$ cat src/rtl/flash_cmd_pkg.sv
package flash_cmd_pkg;

    localparam int CMD_ADDR_BITS = 15;
    localparam int SECTOR_SHIFT  = 12;

    localparam logic [CMD_ADDR_BITS-1:0] ADDR_KEY_A = 15'h5555;
    localparam logic [CMD_ADDR_BITS-1:0] ADDR_KEY_B = 15'h2AAA;

    localparam logic [7:0] DATA_KEY_A   = 8'hAA;
    localparam logic [7:0] DATA_KEY_B   = 8'h55;
    localparam logic [7:0] CODE_PROG    = 8'hA0;
    localparam logic [7:0] CODE_ERASE   = 8'h80;
    localparam logic [7:0] CODE_ID_IN   = 8'h90;
    localparam logic [7:0] CODE_ID_OUT  = 8'hF0;
    localparam logic [7:0] CODE_SECTOR  = 8'h30;
    localparam logic [7:0] CODE_CHIP    = 8'h10;

    typedef enum logic [2:0] {
        OP_NONE       = 3'd0,
        OP_PROG       = 3'd1,
        OP_SECT_ERASE = 3'd2,
        OP_CHIP_ERASE = 3'd3,
        OP_ID_ENTER   = 3'd4,
        OP_ID_EXIT    = 3'd5
    } op_e;

    typedef enum logic [1:0] {
        MODE_READ = 2'd0,
        MODE_ID   = 2'd1,
        MODE_BUSY = 2'd2
    } mode_e;

    typedef enum logic [2:0] {
        ST_IDLE,
        ST_KEY1,
        ST_KEY2,
        ST_PROG_DATA,
        ST_ER_KEY0,
        ST_ER_KEY1,
        ST_ER_KEY2
    } seq_e;

    // Classified view of one bus write cycle
    typedef struct packed {
        logic       at_a;     // low address bits equal the first key address
        logic       key_a;    // first key pair
        logic       key_b;    // second key pair
        logic [7:0] data;
    } cycle_t;

    function automatic logic low_addr_eq(input logic [CMD_ADDR_BITS-1:0] a,
                                         input logic [CMD_ADDR_BITS-1:0] b);
        return a == b;
    endfunction

endpackage

$ cat src/rtl/flash_cmd_match.sv
module flash_cmd_match
    import flash_cmd_pkg::*;
#(
    parameter int ADDR_W = 19
) (
    input  logic [ADDR_W-1:0] addr,
    input  logic [7:0]        data,
    output cycle_t            cyc
);
    localparam int LOW_W = (ADDR_W < CMD_ADDR_BITS) ? ADDR_W : CMD_ADDR_BITS;

    logic [CMD_ADDR_BITS-1:0] low;

    generate
        if (ADDR_W >= CMD_ADDR_BITS) begin : g_wide
            assign low = addr[CMD_ADDR_BITS-1:0];
        end else begin : g_narrow
            assign low = {{(CMD_ADDR_BITS-LOW_W){1'b0}}, addr[LOW_W-1:0]};
        end
    endgenerate

    always_comb begin
        cyc.data  = data;
        cyc.at_a  = low_addr_eq(low, ADDR_KEY_A);
        cyc.key_a = cyc.at_a && (data == DATA_KEY_A);
        cyc.key_b = low_addr_eq(low, ADDR_KEY_B) && (data == DATA_KEY_B);
    end

endmodule

$ cat src/rtl/flash_cmd_seq.sv
module flash_cmd_seq
    import flash_cmd_pkg::*;
(
    input  logic   clk,
    input  logic   rst,
    input  logic   fire,
    input  cycle_t cyc,
    output op_e    op_n
);
    seq_e seq_q, seq_n;
    logic deviate;

    always_comb begin
        seq_n   = seq_q;
        op_n    = OP_NONE;
        deviate = 1'b0;
        if (fire) begin
            unique case (seq_q)
                ST_IDLE: deviate = 1'b1;
                ST_KEY1: begin
                    if (cyc.key_b) seq_n = ST_KEY2;
                    else           deviate = 1'b1;
                end
                ST_KEY2: begin
                    if (cyc.at_a && cyc.data == CODE_PROG)       seq_n = ST_PROG_DATA;
                    else if (cyc.at_a && cyc.data == CODE_ERASE) seq_n = ST_ER_KEY0;
                    else if (cyc.at_a && cyc.data == CODE_ID_IN) begin
                        op_n  = OP_ID_ENTER;
                        seq_n = ST_IDLE;
                    end else if (cyc.at_a && cyc.data == CODE_ID_OUT) begin
                        op_n  = OP_ID_EXIT;
                        seq_n = ST_IDLE;
                    end else deviate = 1'b1;
                end
                ST_PROG_DATA: begin
                    op_n  = OP_PROG;
                    seq_n = ST_IDLE;
                end
                ST_ER_KEY0: begin
                    if (cyc.key_a) seq_n = ST_ER_KEY1;
                    else           deviate = 1'b1;
                end
                ST_ER_KEY1: begin
                    if (cyc.key_b) seq_n = ST_ER_KEY2;
                    else           deviate = 1'b1;
                end
                ST_ER_KEY2: begin
                    if (cyc.data == CODE_SECTOR) begin
                        op_n  = OP_SECT_ERASE;
                        seq_n = ST_IDLE;
                    end else if (cyc.at_a && cyc.data == CODE_CHIP) begin
                        op_n  = OP_CHIP_ERASE;
                        seq_n = ST_IDLE;
                    end else deviate = 1'b1;
                end
                default: seq_n = ST_IDLE;
            endcase
            // A breaking write is judged again as a first cycle
            if (deviate) begin
                if (cyc.key_a) begin
                    seq_n = ST_KEY1;
                end else begin
                    seq_n = ST_IDLE;
                    if (cyc.data == CODE_ID_OUT) op_n = OP_ID_EXIT;
                end
            end
        end
    end

    always_ff @(posedge clk) begin
        if (rst) seq_q <= ST_IDLE;
        else     seq_q <= seq_n;
    end

endmodule

$ cat src/rtl/flash_mode_track.sv
module flash_mode_track
    import flash_cmd_pkg::*;
(
    input  logic clk,
    input  logic rst,
    input  op_e  op_n,
    input  logic busy_in,
    output mode_e mode
);
    logic id_q;

    always_ff @(posedge clk) begin
        if (rst) begin
            id_q <= 1'b0;
        end else begin
            if (op_n == OP_ID_ENTER)     id_q <= 1'b1;
            else if (op_n == OP_ID_EXIT) id_q <= 1'b0;
        end
    end

    always_comb begin
        if (busy_in)   mode = MODE_BUSY;
        else if (id_q) mode = MODE_ID;
        else           mode = MODE_READ;
    end

endmodule

$ cat src/rtl/flash_cmd_decoder.sv
module flash_cmd_decoder
    import flash_cmd_pkg::*;
#(
    parameter int ADDR_W = 19
) (
    input  logic                     clk,
    input  logic                     rst,
    input  logic                     wr_valid,
    input  logic [ADDR_W-1:0]        wr_addr,
    input  logic [7:0]               wr_data,
    input  logic                     busy_in,
    output logic                     start_o,
    output logic [2:0]               op_o,
    output logic [ADDR_W-1:0]        op_addr_o,
    output logic [7:0]               op_data_o,
    output logic [ADDR_W-SECTOR_SHIFT-1:0] op_sector_o,
    output logic [1:0]               mode_o
);
    localparam int SECT_W = ADDR_W - SECTOR_SHIFT;

    cycle_t cyc;
    op_e    op_n;
    op_e    op_q;
    mode_e  mode;
    logic   fire;

    assign fire = wr_valid && !busy_in;

    flash_cmd_match #(.ADDR_W(ADDR_W)) u_match (
        .addr (wr_addr),
        .data (wr_data),
        .cyc  (cyc)
    );

    flash_cmd_seq u_seq (
        .clk  (clk),
        .rst  (rst),
        .fire (fire),
        .cyc  (cyc),
        .op_n (op_n)
    );

    flash_mode_track u_mode (
        .clk     (clk),
        .rst     (rst),
        .op_n    (op_n),
        .busy_in (busy_in),
        .mode    (mode)
    );

    always_ff @(posedge clk) begin
        if (rst) begin
            start_o     <= 1'b0;
            op_q        <= OP_NONE;
            op_addr_o   <= '0;
            op_data_o   <= '0;
            op_sector_o <= '0;
        end else begin
            start_o <= (op_n != OP_NONE);
            if (op_n != OP_NONE) begin
                op_q        <= op_n;
                op_addr_o   <= wr_addr;
                op_data_o   <= wr_data;
                op_sector_o <= wr_addr[ADDR_W-1:SECTOR_SHIFT];
            end
        end
    end

    assign op_o   = op_q;
    assign mode_o = mode;

    logic unused_sect_w;
    assign unused_sect_w = (SECT_W > 0);

endmodule

$ cat config.mk
export PLATFORM = sky130hd
export DESIGN_NAME = flash_cmd_decoder
export DESIGN_NICKNAME = d
export VERILOG_FILES = /design/src/rtl/flash_cmd_pkg.sv /design/src/rtl/flash_cmd_match.sv /design/src/rtl/flash_cmd_seq.sv /design/src/rtl/flash_mode_track.sv /design/src/rtl/flash_cmd_decoder.sv
export SDC_FILE = /design/constraint.sdc
export NUM_CORES = 1
export LEC_CHECK = 0
export BUFFER_PORTS_ARGS = -buffer_cell sky130_fd_sc_hd__buf_2
export CAP_MARGIN = 5
export CORE_MARGIN = 2
export CORE_UTILIZATION = 44
export DETAILED_ROUTE_END_ITERATION = 8
export GPL_TIMING_DRIVEN = 0
export PLACE_DENSITY = 0.83
export SLEW_MARGIN = 20
export SYNTH_ARGS = -nofsm -noshare
export SYNTH_HDL_FRONTEND = slang
export SYNTH_SLANG_ARGS = --single-unit
$ cat constraint.sdc
create_clock -name clk -period 2.31 [get_ports clk]
set_clock_uncertainty 0.2 [all_clocks]
set_input_delay 0.1155 -clock clk [delete_from_list [all_inputs] [get_ports clk]]
set_output_delay 0.1155 -clock clk [all_outputs]
set_load 0.03 [all_outputs]
## Yosys cells after proc, flatten, opt, wreduce, memory -nomap -nowiden

Cells that the tools add are included.

- Muxes and demuxes: 37
- Reductions and logical operators: 14
- Equality and inequality tests: 24

Operators by type and width:

| operator | number |
|---|---|
| 2-to-1 mux 3 bit | 19 |
| equality test 8 bit (second input constant) | 5 |
| one-hot mux 3 bit (6 select lines) | 1 |
| equality test 15 x 14 -> 1 bit (second input constant) | 1 |
| equality test 15 bit (second input constant) | 1 |
| equality test 3 bit (second input constant) | 5 |
| 2-to-1 mux 1 bit | 13 |
| != test 3 x 2 -> 1 bit (second input constant) | 3 |
| one-hot mux 3 bit (3 select lines) | 1 |
| equality test 8 x 5 -> 1 bit (second input constant) | 1 |
| equality test 8 x 6 -> 1 bit (second input constant) | 1 |
| equality test 8 x 7 -> 1 bit (second input constant) | 1 |
| logical AND 1 bit | 8 |
| AND reduction 7 bit | 1 |
| equality test 3 x 2 -> 1 bit (second input constant) | 2 |
| != test 6 x 1 -> 1 bit (second input constant) | 1 |
| one-hot mux 1 bit (5 select lines) | 1 |
| 2-to-1 mux 2 bit | 2 |
| != test 4 x 1 -> 1 bit (second input constant) | 1 |
| equality test 3 x 1 -> 1 bit (second input constant) | 1 |
| logical NOT 3 bit | 1 |
| nonzero test 3 bit | 1 |
| != test 2 x 1 -> 1 bit (second input constant) | 1 |
| nonzero test 2 bit | 1 |
| other kinds (2) | 2 |

- Bits in registers: 42
- Output and inout bits: 40
- Logic and storage cells: 82
- Input bits: 31

## Longest topological paths before layout

- Word-level depth: 14
- Gate-level depth with buffers: 10
- Gate-level depth less buffers: 6

## By module

A second synthesis with hierarchy kept.

- Cell total of the unflattened synthesis: 236
- Area total of the unflattened synthesis: 2132.0 µm²

By module, submodules not included:

| module | area each (µm²) | cells each | times used | seq. area each (µm²) |
|---|---|---|---|---|
| flash_cmd_decoder | 1473.9 | 151 | 1 | 620.6 |
| flash_cmd_seq | 382.9 | 52 | 1 | 60.1 |
| flash_cmd_match | 212.7 | 26 | 1 | 0.0 |
| flash_mode_track | 62.6 | 7 | 1 | 20.0 |

## Worst setup path after synthesis

Ideal clock, no wire load.

- Kind: flip-flop to flip-flop
- From: register u_seq.seq_q[1]
- To: register op_addr_o[0]
- Cell stages (with the launch flop): 10
- Path buffers: 3
- Slack: 0.116 ns
- Arrival: 1.923 ns
- Cell sequence: dfxtp_1 -> clkinv_1 -> a311o_1 -> a31oi_1 -> and4bb_1 -> buf_6 -> o21ai_2 -> buf_6 -> buf_8 -> mux2i_1

- Longest elaborated chain between the ends: 7

Ends and longest elaborated chain:

| element | RTL line | text |
|---|---|---|
| start: declaration | flash_cmd_seq.sv:10 | `seq_e seq_q, seq_n;` |
| start signal: assignment | flash_cmd_seq.sv:72 | `else seq_q <= seq_n;` |
| equality test 3 x 1 -> 1 bit, or another cell as far along | flash_cmd_seq.sv:18 | `unique case (seq_q)` |
| OR reduction 2 bit (no source line) / one-hot mux 3 bit (3 select lines) (equally long branches) | n/a |  |
| one-hot mux 1 bit (5 select lines) / 2-to-1 mux 3 bit (equally long branches) | flash_cmd_seq.sv:18, flash_cmd_seq.sv:64 |  |
| 2-to-1 mux 1 bit / 2-to-1 mux 3 bit (equally long branches) | flash_cmd_seq.sv:17, flash_cmd_seq.sv:60 |  |
| 2-to-1 mux 3 bit (*) | flash_cmd_seq.sv:59 | `if (deviate) begin` |
| 2-to-1 mux 3 bit (*) | flash_cmd_seq.sv:17 | `if (fire) begin` |
| nonzero test 3 bit (*) | flash_cmd_decoder.sv:60 | `if (op_n != OP_NONE) begin` |
| end signal: assignment | flash_cmd_decoder.sv:62 | `op_addr_o <= wr_addr;` |
| end: declaration | flash_cmd_decoder.sv:14 | `output logic [ADDR_W-1:0] op_addr_o,` |

Every way passes the cells marked *; elsewhere a longest branch is shown, timed or not. The select of a mux whose other input is x is not followed.
A chain may end at the register's enable or synchronous reset.

## Final worst setup path

- From: register u_seq.seq_q[0]
- To: register op_addr_o[4]

The elaborated chain is that of the path after synthesis.

==> impl_metrics.yaml <==
final_layout:
  synthToLayoutAreaGrowth_pct: 42.5
  drive_gt1_frac: 0.307
  design_area_um2: 2780
  final_core_util: 0.643
  antenna_cells: 0
  final_cells: 388
  nFillCells: 374
  nets: 366
grt:
  use_met1: 0.297
  grt_antenna_before_repair: 0
  grt_usage: 0.249
  grt_max_degree: 12
  busiest_layer: "met2"
  overflow: 0
  grt_pass1_wl_um: 9920
  grt_util_met3: 0.0670
  globalRouteMet2Util: 0.415
  grt_pass1_vias: 2142
routing:
  viasPerCell: 5.54
  drtIter0Drc: 124
  ant_nets: 0
  vias: 2150
  wl_um: 6280
  wl_per_cell_um: 16.2
  dr.pass1.iters: 4
  drc: 0
floorplanning:
  die_w_um: 70.6
  floorplan.initialDensity: 0.451
  dieHeight_um: 70.6
  row_count: 24
  io_pins: 71
  die_area_um2: 4980
  core_area_um2: 4320
timing:
  period_minus_slack_ps: 2310
  hold_viol_final: 0
  setup_viol: 1
  worst_pin_slew_ps: 566
  fin_crit_sh: 1.00
  fin_ws_ps: -2.49
  drv_slew: 0
  slew_headroom: 0.620
  fmax_mhz: 432
clocking:
  htree_levels: 2
  clk_pin_slew_ps: 70
  cts_tree: "yes"
  cts.sinks: 35
  clk_latency_ps: 290
  cts_buffers: 5
  clockRootBuffer: "clkbuf_8"
  cts_buffer_depth: 2
placed_design:
  hpwlAfterDp_um: 3840
  numPortBuffers: 67
  dpl-instance-area_um2: 2350
  gp_congestion: 0.990
  placed_cells_incl_taps: 350
setup_path:
  worstPathArrival_ps: 2320
  reg2reg_slack_ps: -2
  r2r_start: "u_seq.seq_q[0]"
  critPathSlowestCell: "dfxtp_1"
  crit_family: "simple AND/OR/NAND/NOR gates"
  cp-end-kind: "register"
  crit_top_cell: "buf_6"
  crit_type: "register to register"
  critPathBufInv: 4
  start_kind: "register"
  worstSetupEndpoint: "op_addr_o[4]"
  timing.rr.end: "op_addr_o[4]"
  cp_cell_sequence: "buf_4 > nor4bb_4 > nand4_1 > o211ai_1 > and4bb_1 > buf_6 > o21ai_2 > buf_6 > buf_8 > mux2i_2"
  path_depth: 10
  crit_start: "u_seq.seq_q[0]"
  critPathRequiredTime_ps: 2320
  reg2regPathDepth: 10
  slowest_delay_ps: 330
  cp_max_fo: 10
power:
  pwr-share-clk: 0.386
  switching_power_w: 0.000325
  power_density_nw_per_um2: 449
  p_int_w: 0.000925
  switching_share: 0.260
  p_comb_frac: 0.130
  seqPwrFrac: 0.484
  total_leakage_power_nw: 1.22
  peakVddDrop_v: 0.000259
  p_total_w: 0.00125
synth:
  postSynthCellCount: 231
  ys_seq_area_frac: 0.359
  yosysTopAreaCellShare: 0.359
  yosysUniqueCellTypes: 48
  syn-num-nets: 262
  syn_area_um2: 1950
  ys_async_sr_fraction: 0
  postSynthAreaPerCell_um2: 8.44
  synth_edf_count: 0
  ys_ff_latch: 35
  synthTopCellsByArea: "dfxtp_1, mux2i_1, nand2_1, buf_4, nand4_1"
  ys_warn_count: 0
  synth_flop_cell: "dfxtp_1"
  yosys.area.top_type: "dfxtp_1"
min_path:
  hold_path_class: "input port to register"
status:
  violations: "setup timing"
  status: "finished, violations left"
job:
  maxCapViolCount: 0
==> power by group through the flow <==
stage / clock [W] / sequential [W] / combinational [W]
6_report: 0.000483 / 0.000605 / 0.000162
3_5_place_dp: 0 / 0.000619 / 0.000117
4_1_cts: 0.000483 / 0.000604 / 0.000153
3_3_place_gp: 0 / 0.000619 / 0.000117
2_1_floorplan: 0 / 0.000619 / 0.0000612
5_1_grt: 0.000512 / 0.000605 / 0.000175
==> layout make-up <==
class / count / area [um^2] / area share
buffer: 25 / 163 / 0.0585
clock buffer: 7 / 86.3 / 0.0311
clock inverter: 1 / 8.76 / 0.00315
inverter: 3 / 13.8 / 0.00495
multi-input combinational: 167 / 1090 / 0.393
sequential: 35 / 702 / 0.252
tap: 52 / 65.1 / 0.0234
timing repair buffer: 98 / 648 / 0.233
==> metal layers <==
layer	up-vias	wire (um)
li1	1008	-
met1	1011	2590
met2	102	3040
met3	29	403
met4	0	250
met5	-	0
==> Yosys cell counts (3+ instances only) <==
| cell type | number |
|---|---|
| clkbuf_1 | 9 |
| dfxtp_1 | 35 |
| nor2_1 | 7 |
| mux2i_1 | 28 |
| nand2_1 | 63 |
| a21oi_1 | 3 |
| a31oi_1 | 4 |
| o21ai_0 | 3 |
| nor2b_1 | 4 |
| buf_2 | 3 |
| nor4bb_1 | 4 |
| and3_1 | 3 |
| nand4_1 | 9 |
| buf_4 | 9 |
| nor3b_1 | 3 |
==> cell families after synthesis <==
| family | after synthesis | synth area share |
|---|---|---|
| simple gates | 112 | 0.306 |
| flops | 35 | 0.359 |
| buf+inv | 29 | 0.0898 |
| mux | 28 | 0.144 |
| compound gates | 26 | 0.0969 |
| xor+xnor | 1 | 0.00449 |
==> registers in the layout, summed over array words and instances, names as in the netlist <==
register,count
start_o,1
u_seq.seq_q,3
u_mode.id_q,1
op_data_o,8
op_addr_o,18
op_o,3
op_sector_o,1
==> tightest hold or removal path: cells and delay by family <==
| kind | cells | cell delay, ps |
|---|---|---|
| AOI/OAI and AO/OA | 1 | 80 |
| buffers and inverters | 1 | 80 |
| and+or+nand+nor | 2 | 250 |
==> layout by cell type, fill, tap and decap left out, drive strengths merged, types with 2 or more instances in the layout <==
master and n:
a31oi 4, a21oi 3, and4b 2, clkbuf 17, mux2i 28, dlygate4sd3 27
nor4bb 4, nor2b 4, nand2 63, nand4 9, nor4b 3, nor3 2
o211ai 2, dfxtp 35, nand2b 2, nor3b 3, clkinv 2, and3 3
and4bb 2, and4 2, nor2 7, buf 86, o21ai 4, o31ai 2
and2 2, inv 2
==> per-stage QoR <==
stage	hold WS, ps	worst slack [ps]	TNS [ps]
floorplan	-15.1	116	0
global placement	163	-143	-1550
detailed placement	173	-138	-1490
CTS	64.8	25.6	0
global route	121	-16.7	-16.7
finish	82.4	-2.49	-2.49
==> how the worst min path moves through the flow <==
stage,cells past startpoint,startpoint,to,slack [ps]
final,4,wr_valid,op_o[1],80
after global routing,4,wr_valid,op_o[1],120
after CTS,4,wr_valid,op_o[1],60
after detailed placement,3,wr_addr[18],op_sector_o[6],170
after global placement,3,wr_addr[17],op_addr_o[17],160
after floorplan,1,rst,op_o[1],-20
==> timing repair <==
action	in CTS	in global routing
pin swaps	0	1
gates cloned	0	0
setup endpoints to repair	26	29
hold endpoints to repair	30	0
gates resized for setup	1	7
hold buffers	27	0
buffers inserted	1	3
Note: power is estimated with default switching activity, not from simulation.
